[src/rtl/pic_cas_pkg.sv]
// Package: shared sizes and the per-controller command bundle for the
// cascaded acknowledge sequencer. Assumes power-of-two line counts.
package pic_cas_pkg;
    localparam int DEF_LINES = 8;
    localparam int DEF_VEC_W = 8;
    localparam int DEF_CASC  = 2;

    // Commands the sequencer issues to one controller core in a cycle.
    typedef struct packed {
        logic ack;   // acknowledge own winner
        logic poll;  // poll read of own winner
        logic drop;  // clear pending and in-service of the cascade line
        logic casc;  // cascade forward: set pending on the cascade line
    } core_cmd_t;
endpackage

[src/rtl/pic_prio.sv]
// Priority resolver: finds the best pending line with rotated ranking and
// compares it against the best in-service line. Purely combinational.
// Assumes LINES is a power of two so the rotated index wraps naturally.
module pic_prio #(
    parameter int LINES = 8,
    parameter int LW    = $clog2(LINES)
) (
    input  logic [LINES-1:0] pend,
    input  logic [LINES-1:0] inserv,
    input  logic [LW-1:0]    base,
    output logic             valid,
    output logic [LW-1:0]    line
);
    logic [LW:0]   req_rank;
    logic [LW:0]   cur_rank;
    logic [LW-1:0] idx;

    // Scan ranks from lowest priority upward so the smallest rank survives.
    always_comb begin
        req_rank = (LW+1)'(LINES);
        cur_rank = (LW+1)'(LINES);
        idx      = '0;
        for (int p = LINES - 1; p >= 0; p--) begin
            idx = base + LW'(p);
            if (pend[idx])   req_rank = (LW+1)'(p);
            if (inserv[idx]) cur_rank = (LW+1)'(p);
        end
        valid = (req_rank < cur_rank);
        line  = base + req_rank[LW-1:0];
    end
endmodule

[src/rtl/pic_core.sv]
// Controller core: holds pending, in-service, last-level and rotation
// state for one controller and applies acknowledge, poll and cascade
// commands. Assumes the sequencer never issues ack and poll together.
// With HAS_CASC set, line CASC_LINE is fed only by the cascade command.
module pic_core
    import pic_cas_pkg::*;
#(
    parameter int LINES     = DEF_LINES,
    parameter int LW        = $clog2(LINES),
    parameter bit HAS_CASC  = 1'b0,
    parameter int CASC_LINE = DEF_CASC
) (
    input  logic             clk,
    input  logic             rst_n,
    input  logic [LINES-1:0] line_in,
    input  logic [LINES-1:0] lvl_sel,
    input  logic [LINES-1:0] mask,
    input  logic             aeoi,
    input  logic             rot_aeoi,
    input  core_cmd_t        cmd,
    output logic             win_valid,
    output logic [LW-1:0]    win_line,
    output logic [LINES-1:0] irr_o,
    output logic [LINES-1:0] isr_o
);
    localparam logic [LINES-1:0] CMASK =
        HAS_CASC ? (LINES'(1) << CASC_LINE) : '0;

    logic [LINES-1:0] irr_q, isr_q, last_q;
    logic [LW-1:0]    rot_q, rot_d;
    logic [LINES-1:0] src, lvl_eff, win_oh;
    logic [LINES-1:0] clr_irr, clr_isr, set_isr, edge_irr, irr_d, isr_d;

    pic_prio #(.LINES(LINES), .LW(LW)) u_prio (
        .pend   (irr_q & ~mask),
        .inserv (isr_q),
        .base   (rot_q),
        .valid  (win_valid),
        .line   (win_line)
    );

    // External lines with the cascade input removed from them.
    assign src     = line_in & ~CMASK;
    assign lvl_eff = lvl_sel & ~CMASK;
    assign win_oh  = (LINES'(1) << win_line) & {LINES{win_valid}};

    // Next-state: command clears, then trigger sets (sets win over clears).
    always_comb begin
        clr_irr = '0;
        clr_isr = '0;
        set_isr = '0;
        rot_d   = rot_q;
        if (cmd.ack) begin
            clr_irr = win_oh & ~lvl_eff;
            if (aeoi) begin
                if (rot_aeoi && win_valid) rot_d = win_line + LW'(1);
            end else begin
                set_isr = win_oh;
            end
        end
        if (cmd.poll) begin
            clr_irr = clr_irr | win_oh;
            clr_isr = clr_isr | win_oh;
        end
        if (cmd.drop) begin
            clr_irr = clr_irr | CMASK;
            clr_isr = clr_isr | CMASK;
        end
        edge_irr = (irr_q & ~clr_irr) | (src & ~last_q) | (CMASK & {LINES{cmd.casc}});
        irr_d    = (lvl_eff & src) | (~lvl_eff & edge_irr);
        isr_d    = (isr_q & ~clr_isr) | set_isr;
    end

    // State registers with synchronous active-low reset.
    always_ff @(posedge clk) begin
        if (!rst_n) begin
            irr_q  <= '0;
            isr_q  <= '0;
            last_q <= '0;
            rot_q  <= '0;
        end else begin
            irr_q  <= irr_d;
            isr_q  <= isr_d;
            last_q <= src;
            rot_q  <= rot_d;
        end
    end

    assign irr_o = irr_q;
    assign isr_o = isr_q;
endmodule

[src/rtl/pic_cascade_ack.sv]
// Cascaded acknowledge sequencer: joins a master and a slave core, forwards
// slave requests onto the master cascade line, resolves acknowledges into a
// vector (with spurious handling) and serves poll reads.
// Assumes programming inputs are quasi-static; ack takes priority over poll.
module pic_cascade_ack
    import pic_cas_pkg::*;
#(
    parameter int LINES     = DEF_LINES,
    parameter int VEC_W     = DEF_VEC_W,
    parameter int CASC_LINE = DEF_CASC,
    parameter int LW        = $clog2(LINES),
    parameter int VB_W      = VEC_W - LW,
    parameter int ALL       = 2 * LINES
) (
    input  logic             clk,
    input  logic             rst_n,
    input  logic [ALL-1:0]   irq_lines,
    input  logic [ALL-1:0]   level_sel,
    input  logic [ALL-1:0]   irq_mask,
    input  logic [VB_W-1:0]  master_vbase,
    input  logic [VB_W-1:0]  slave_vbase,
    input  logic [1:0]       auto_eoi,
    input  logic [1:0]       rotate_aeoi,
    input  logic             ack,
    input  logic             poll_req,
    input  logic             poll_sel,
    output logic             int_out,
    output logic [VEC_W-1:0] vec_out,
    output logic             vec_valid,
    output logic [VEC_W-1:0] poll_data,
    output logic             poll_valid
);
    localparam logic [LW-1:0] SPUR = {LW{1'b1}};
    localparam logic [LW-1:0] CASC = LW'(CASC_LINE);

    logic [1:0]                  c_valid;
    logic [1:0][LW-1:0]          c_line;
    logic [1:0][LINES-1:0]       c_irr, c_isr;
    core_cmd_t [1:0]             c_cmd;
    logic                        do_poll;
    logic [VEC_W-1:0]            vec_d, poll_d;

    // One core per controller; index 0 is the master with the cascade input.
    for (genvar g = 0; g < 2; g++) begin : g_core
        pic_core #(
            .LINES(LINES), .LW(LW), .HAS_CASC(g == 0), .CASC_LINE(CASC_LINE)
        ) u_core (
            .clk       (clk),
            .rst_n     (rst_n),
            .line_in   (irq_lines[g*LINES +: LINES]),
            .lvl_sel   (level_sel[g*LINES +: LINES]),
            .mask      (irq_mask[g*LINES +: LINES]),
            .aeoi      (auto_eoi[g]),
            .rot_aeoi  (rotate_aeoi[g]),
            .cmd       (c_cmd[g]),
            .win_valid (c_valid[g]),
            .win_line  (c_line[g]),
            .irr_o     (c_irr[g]),
            .isr_o     (c_isr[g])
        );
    end

    // Command decode: ack first, poll only when no ack, cascade otherwise.
    always_comb begin
        do_poll       = poll_req & ~ack;
        c_cmd[0].ack  = ack;
        c_cmd[1].ack  = ack & c_valid[0] & (c_line[0] == CASC) & c_valid[1];
        c_cmd[0].poll = do_poll & ~poll_sel;
        c_cmd[1].poll = do_poll & poll_sel;
        c_cmd[0].drop = do_poll & poll_sel & c_valid[1];
        c_cmd[1].drop = 1'b0;
        c_cmd[0].casc = c_valid[1] & ~ack & ~do_poll;
        c_cmd[1].casc = 1'b0;
    end

    // Vector selection including spurious cases on either controller.
    always_comb begin
        if (!c_valid[0])
            vec_d = {master_vbase, SPUR};
        else if (c_line[0] == CASC)
            vec_d = c_valid[1] ? {slave_vbase, c_line[1]} : {slave_vbase, SPUR};
        else
            vec_d = {master_vbase, c_line[0]};
    end

    // Poll result for the selected controller.
    always_comb begin
        if (c_valid[poll_sel])
            poll_d = {1'b1, {(VEC_W-1-LW){1'b0}}, c_line[poll_sel]};
        else
            poll_d = VEC_W'(SPUR);
    end

    // Output registers: vector and poll results valid one cycle later.
    always_ff @(posedge clk) begin
        if (!rst_n) begin
            vec_out    <= '0;
            vec_valid  <= 1'b0;
            poll_data  <= '0;
            poll_valid <= 1'b0;
        end else begin
            vec_valid  <= ack;
            poll_valid <= do_poll;
            if (ack)     vec_out   <= vec_d;
            if (do_poll) poll_data <= poll_d;
        end
    end

    assign int_out = c_valid[0];
endmodule

[config.mk]
export PLATFORM = sky130hd
export DESIGN_NAME = pic_cascade_ack
export DESIGN_NICKNAME = d
export VERILOG_FILES = /design/src/rtl/pic_cas_pkg.sv /design/src/rtl/pic_prio.sv /design/src/rtl/pic_core.sv /design/src/rtl/pic_cascade_ack.sv
export SDC_FILE = /design/constraint.sdc
export NUM_CORES = 1
export LEC_CHECK = 0
export ABC_AREA = 1
export ABC_CLOCK_PERIOD_IN_PS = 4300
export BUFFER_PORTS_ARGS = -buffer_cell sky130_fd_sc_hd__buf_2
export CAP_MARGIN = 10
export CORE_MARGIN = 3
export CORE_UTILIZATION = 25
export DETAILED_ROUTE_END_ITERATION = 8
export GPL_ROUTABILITY_DRIVEN = 0
export GPL_TIMING_DRIVEN = 0
export HOLD_SLACK_MARGIN = 0.15
export PLACE_DENSITY = 0.48
export SLEW_MARGIN = 20
export SYNTH_ARGS = -nofsm -noshare
export SYNTH_HDL_FRONTEND = slang
export SYNTH_SLANG_ARGS = --single-unit
[constraint.sdc]
create_clock -name clk -period 4.3 [get_ports clk]
set_input_delay 0.86 -clock clk [delete_from_list [all_inputs] [get_ports clk]]
set_output_delay 0.86 -clock clk [all_outputs]
set_load 0.02 [all_outputs]
==> results_dict.tcl <==
set metrics [dict create \
    status "finished clean" \
    path_clk_slew_ns 0.05 \
    rows 52 \
    ys_ff_latch 67 \
    slowest_delay_ns 0.36 \
    drt.antenna.violating_nets 0 \
    crit_top_cell "nand2_1" \
    syn-instance-count 852 \
    core_um2 20300 \
    antenna_found_initial 0 \
    grt_pass1_vias 5133 \
    max_freq_mhz 244 \
    syn_area_um2 5180 \
    area_growth_pct 27.1 \
    vias 5464 \
    crit_type "flip-flop to output pin" \
    post_drt_wl_per_cell_um 13.4 \
    synth_top_area_share_pct 25.9 \
    cp.arrival_ns 3.24 \
    final_max_slew_viol_count 0 \
    ys_seq_area_share_pct 25.9 \
    relSlewSlack_pct 51.5 \
    nets 1053 \
    synth.area.top_cells "dfxtp_1 26%, nand2_1 19%, nand3_1 9.5%" \
    drt-initial-drc-count 317 \
    fin_crit_sh_pct 95.2 \
    hp-class "flip-flop to flip-flop" \
    critPathCaptureType "output pin" \
    clkSinkCount 67 \
    cts_buffers 9 \
    critical_path_required_ns 3.44 \
    finalWirelength_um 16500 \
    h-tree-depth 3 \
    cts_hold_buf 0 \
    dp_hpwl_um 13400 \
    fin_crit_ns 4.10 \
    ios 86 \
    yosysWarnings 0 \
    drt-vias-per-instance 4.42 \
    hold_violations 0 \
    grt_overflow 0 \
    yosysTopAreaCell "dfxtp_1" \
    drv_cap 0 \
    io_buffers 78 \
    drcViolationCount 0 \
    finClkSkew_ns 0.00593 \
    critPathTopFamily "simple AND/OR/NAND/NOR gates" \
    cts_max_path_buffers 2 \
    crit_buf_inv 8 \
    drive_gt1_share_pct 18.7 \
    grt_max_degree 13 \
    insertedDiodeCount 0 \
    drt_pre_antenna_iters 5 \
    grt_use_total_pct 15.0 \
    utilization_pct 32.4 \
    die_height_um 150 \
    insertion_delay_ns 0.33 \
    grt_first_pass_wirelength_um 26700 \
    start_util_pct 25.5 \
    fp.dieW_um 150 \
    worst_slew_pin_slew_ns 0.727 \
    crit_path_top_delay_cell "dfxtp_4" \
    synth_cell_type_count 39 \
    die-area_um2 22500 \
    syn-mean-instance-area_um2 6.08 \
    cp_max_fo 10 \
    path_cells "buf_6, inv_4, buf_6, ha_1, buf_6, inv_6, nand3_1, nand2_1, nor2_1, a31oi_1, nand2_1, nor3_2, nand2_1, ha_4, nand2_1, inv_2, nand2_4, nand2_8, clkinv_8, buf_4" \
    cts_tree "built" \
    startpoint_type "flip-flop" \
    setup_viol 0 \
    cts_root_buf "clkbuf_16" \
    holdWs_ns 0.464 \
]
-- cell usage in the layout (no fill, tap or decap), drive strengths merged --
| cell | netlist | routed |
|---|---|---|
| nand2 | 265 | 265 |
| inv | 120 | 119 |
| buf | 20 | 116 |
| nand3 | 102 | 102 |
| o21ai | 75 | 75 |
| dfxtp | 67 | 67 |
| nor2 | 63 | 63 |
| a21oi | 41 | 41 |
| ha | 22 | 22 |
| clkbuf | 9 | 18 |
| nor3 | 15 | 15 |
| nand4 | 13 | 13 |
| a31oi | 9 | 9 |
| nor3b | 8 | 8 |
| xnor2 | 5 | 5 |
| clkinv | 2 | 5 |
| conb | 1 | 4 |
| xor2 | 4 | 4 |
| or2 | 3 | 3 |
| bufinv | 0 | 3 |
| o211ai | 2 | 2 |
| clkinvlp | 0 | 2 |
| o21a | 2 | 2 |
| fa | 2 | 2 |
| and2 | 1 | 1 |
| nand3b | 1 | 1 |
-- final timing paths --
kind / start / slack (ns) / endpoint / cells after the start
setup reg to reg: g_core[0].u_core.rot_q[0]$_SDFFE_PN0P_ / 0.28 / g_core[1].u_core.irr_o[2]$_SDFF_PN0_ / 26
hold reg to reg: vec_out[6]$_SDFFE_PN0P_ / 0.46 / vec_out[6]$_SDFFE_PN0P_ / 2
setup / recovery: g_core[0].u_core.rot_q[0]$_SDFFE_PN0P_ / 0.20 / int_out / 20
hold / removal: vec_out[6]$_SDFFE_PN0P_ / 0.46 / vec_out[6]$_SDFFE_PN0P_ / 2
-- area by class of cell --
| class | count | area (um2) |
|---|---|---|
| clock inverter | 7 | 116 |
| inverter | 122 | 483 |
| multi-input combinational | 637 | 3340 |
| tap | 270 | 338 |
| sequential | 67 | 1350 |
| timing repair buffer | 96 | 528 |
| buffer | 29 | 206 |
| clock buffer | 9 | 225 |
| fill | 2326 | 13700 |
-- layer usage --
metal | vias to the layer above | GRT usage [%] | wire [um]
li1 | 2952 | - | -
met1 | 2397 | 22.1 | 8690
met2 | 101 | 22.8 | 7140
met3 | 14 | 1.94 | 509
met4 | 0 | 3.89 | 210
met5 | - | 0 | 0
-- state kept, by name, summed over array words and instances, names as in the netlist --
signal / count
g_core.u_core.irr_o: 16
g_core.u_core.isr_o: 16
g_core.u_core.last_q: 15
g_core.u_core.rot_q: 6
poll_data: 4
poll_valid: 1
vec_out: 8
vec_valid: 1
-- logic make-up (layout without fill, tap and decap cells) --
| family | count (synthesis) | count (layout) | share of synthesized area, % |
|---|---|---|---|
| fa+ha+maj | 24 | 24 | 6.09 |
| compound gates | 129 | 129 | 12.9 |
| buf+inv | 151 | 263 | 12.7 |
| simple gates | 471 | 471 | 40.4 |
| other cells | 1 | 4 | 0.0724 |
| xor+xnor | 9 | 9 | 2.03 |
| flops | 67 | 67 | 25.9 |
-- per-stage QoR --
| step | setup TNS [ns] | cell area (um2) | setup WS (ns) | std cells |
|---|---|---|---|---|
| 6_report | 0 | 6580 | 0.204 | 1237 |
| 5_1_grt | -0.0628 | 6580 | -0.0238 | 1237 |
| 4_1_cts | 0 | 6330 | 0.00299 | 1221 |
| 3_5_place_dp | -4.00 | 5920 | -0.330 | 1203 |
| 3_3_place_gp | -4.28 | 5920 | -0.335 | 1203 |
| 2_1_floorplan | 0 | 5190 | 0.512 | 855 |
-- worst reg2reg max path, delay by kind of cell, from the launching register on --
family,cells,cell delay [ns]
adder cells (fa/ha/maj),4,1.32
AND/OR/NAND/NOR,13,1.14
buffers and inverters,8,0.87
flip-flops,1,0.36
AO/OA/AOI/OAI,1,0.22
-- cells in the mapped netlist (all sizes together) --
cell,instances
inv,120
ha,22
nand3,102
xor2,4
nor2,63
nand2,265
nor3b,8
xnor2,5
o21a,2
clkinv,2
clkbuf,9
fa,2
nand4,13
or2,3
o21ai,75
buf,20
a21oi,41
nand3b,1
o211ai,2
conb,1
dfxtp,67
nor3,15
a31oi,9
and2,1
-- what timing repair did --
action	4_1_cts	5_1_grt
setup buffers	2	16
setup endpoints to repair	34	39
gates resized for setup	16	34
pin swaps	2	16
gates cloned	0	0
Power is left out: the tool's default activity adds up to more than one toggle a clock period on the data nets, which glitch-free logic cannot reach.
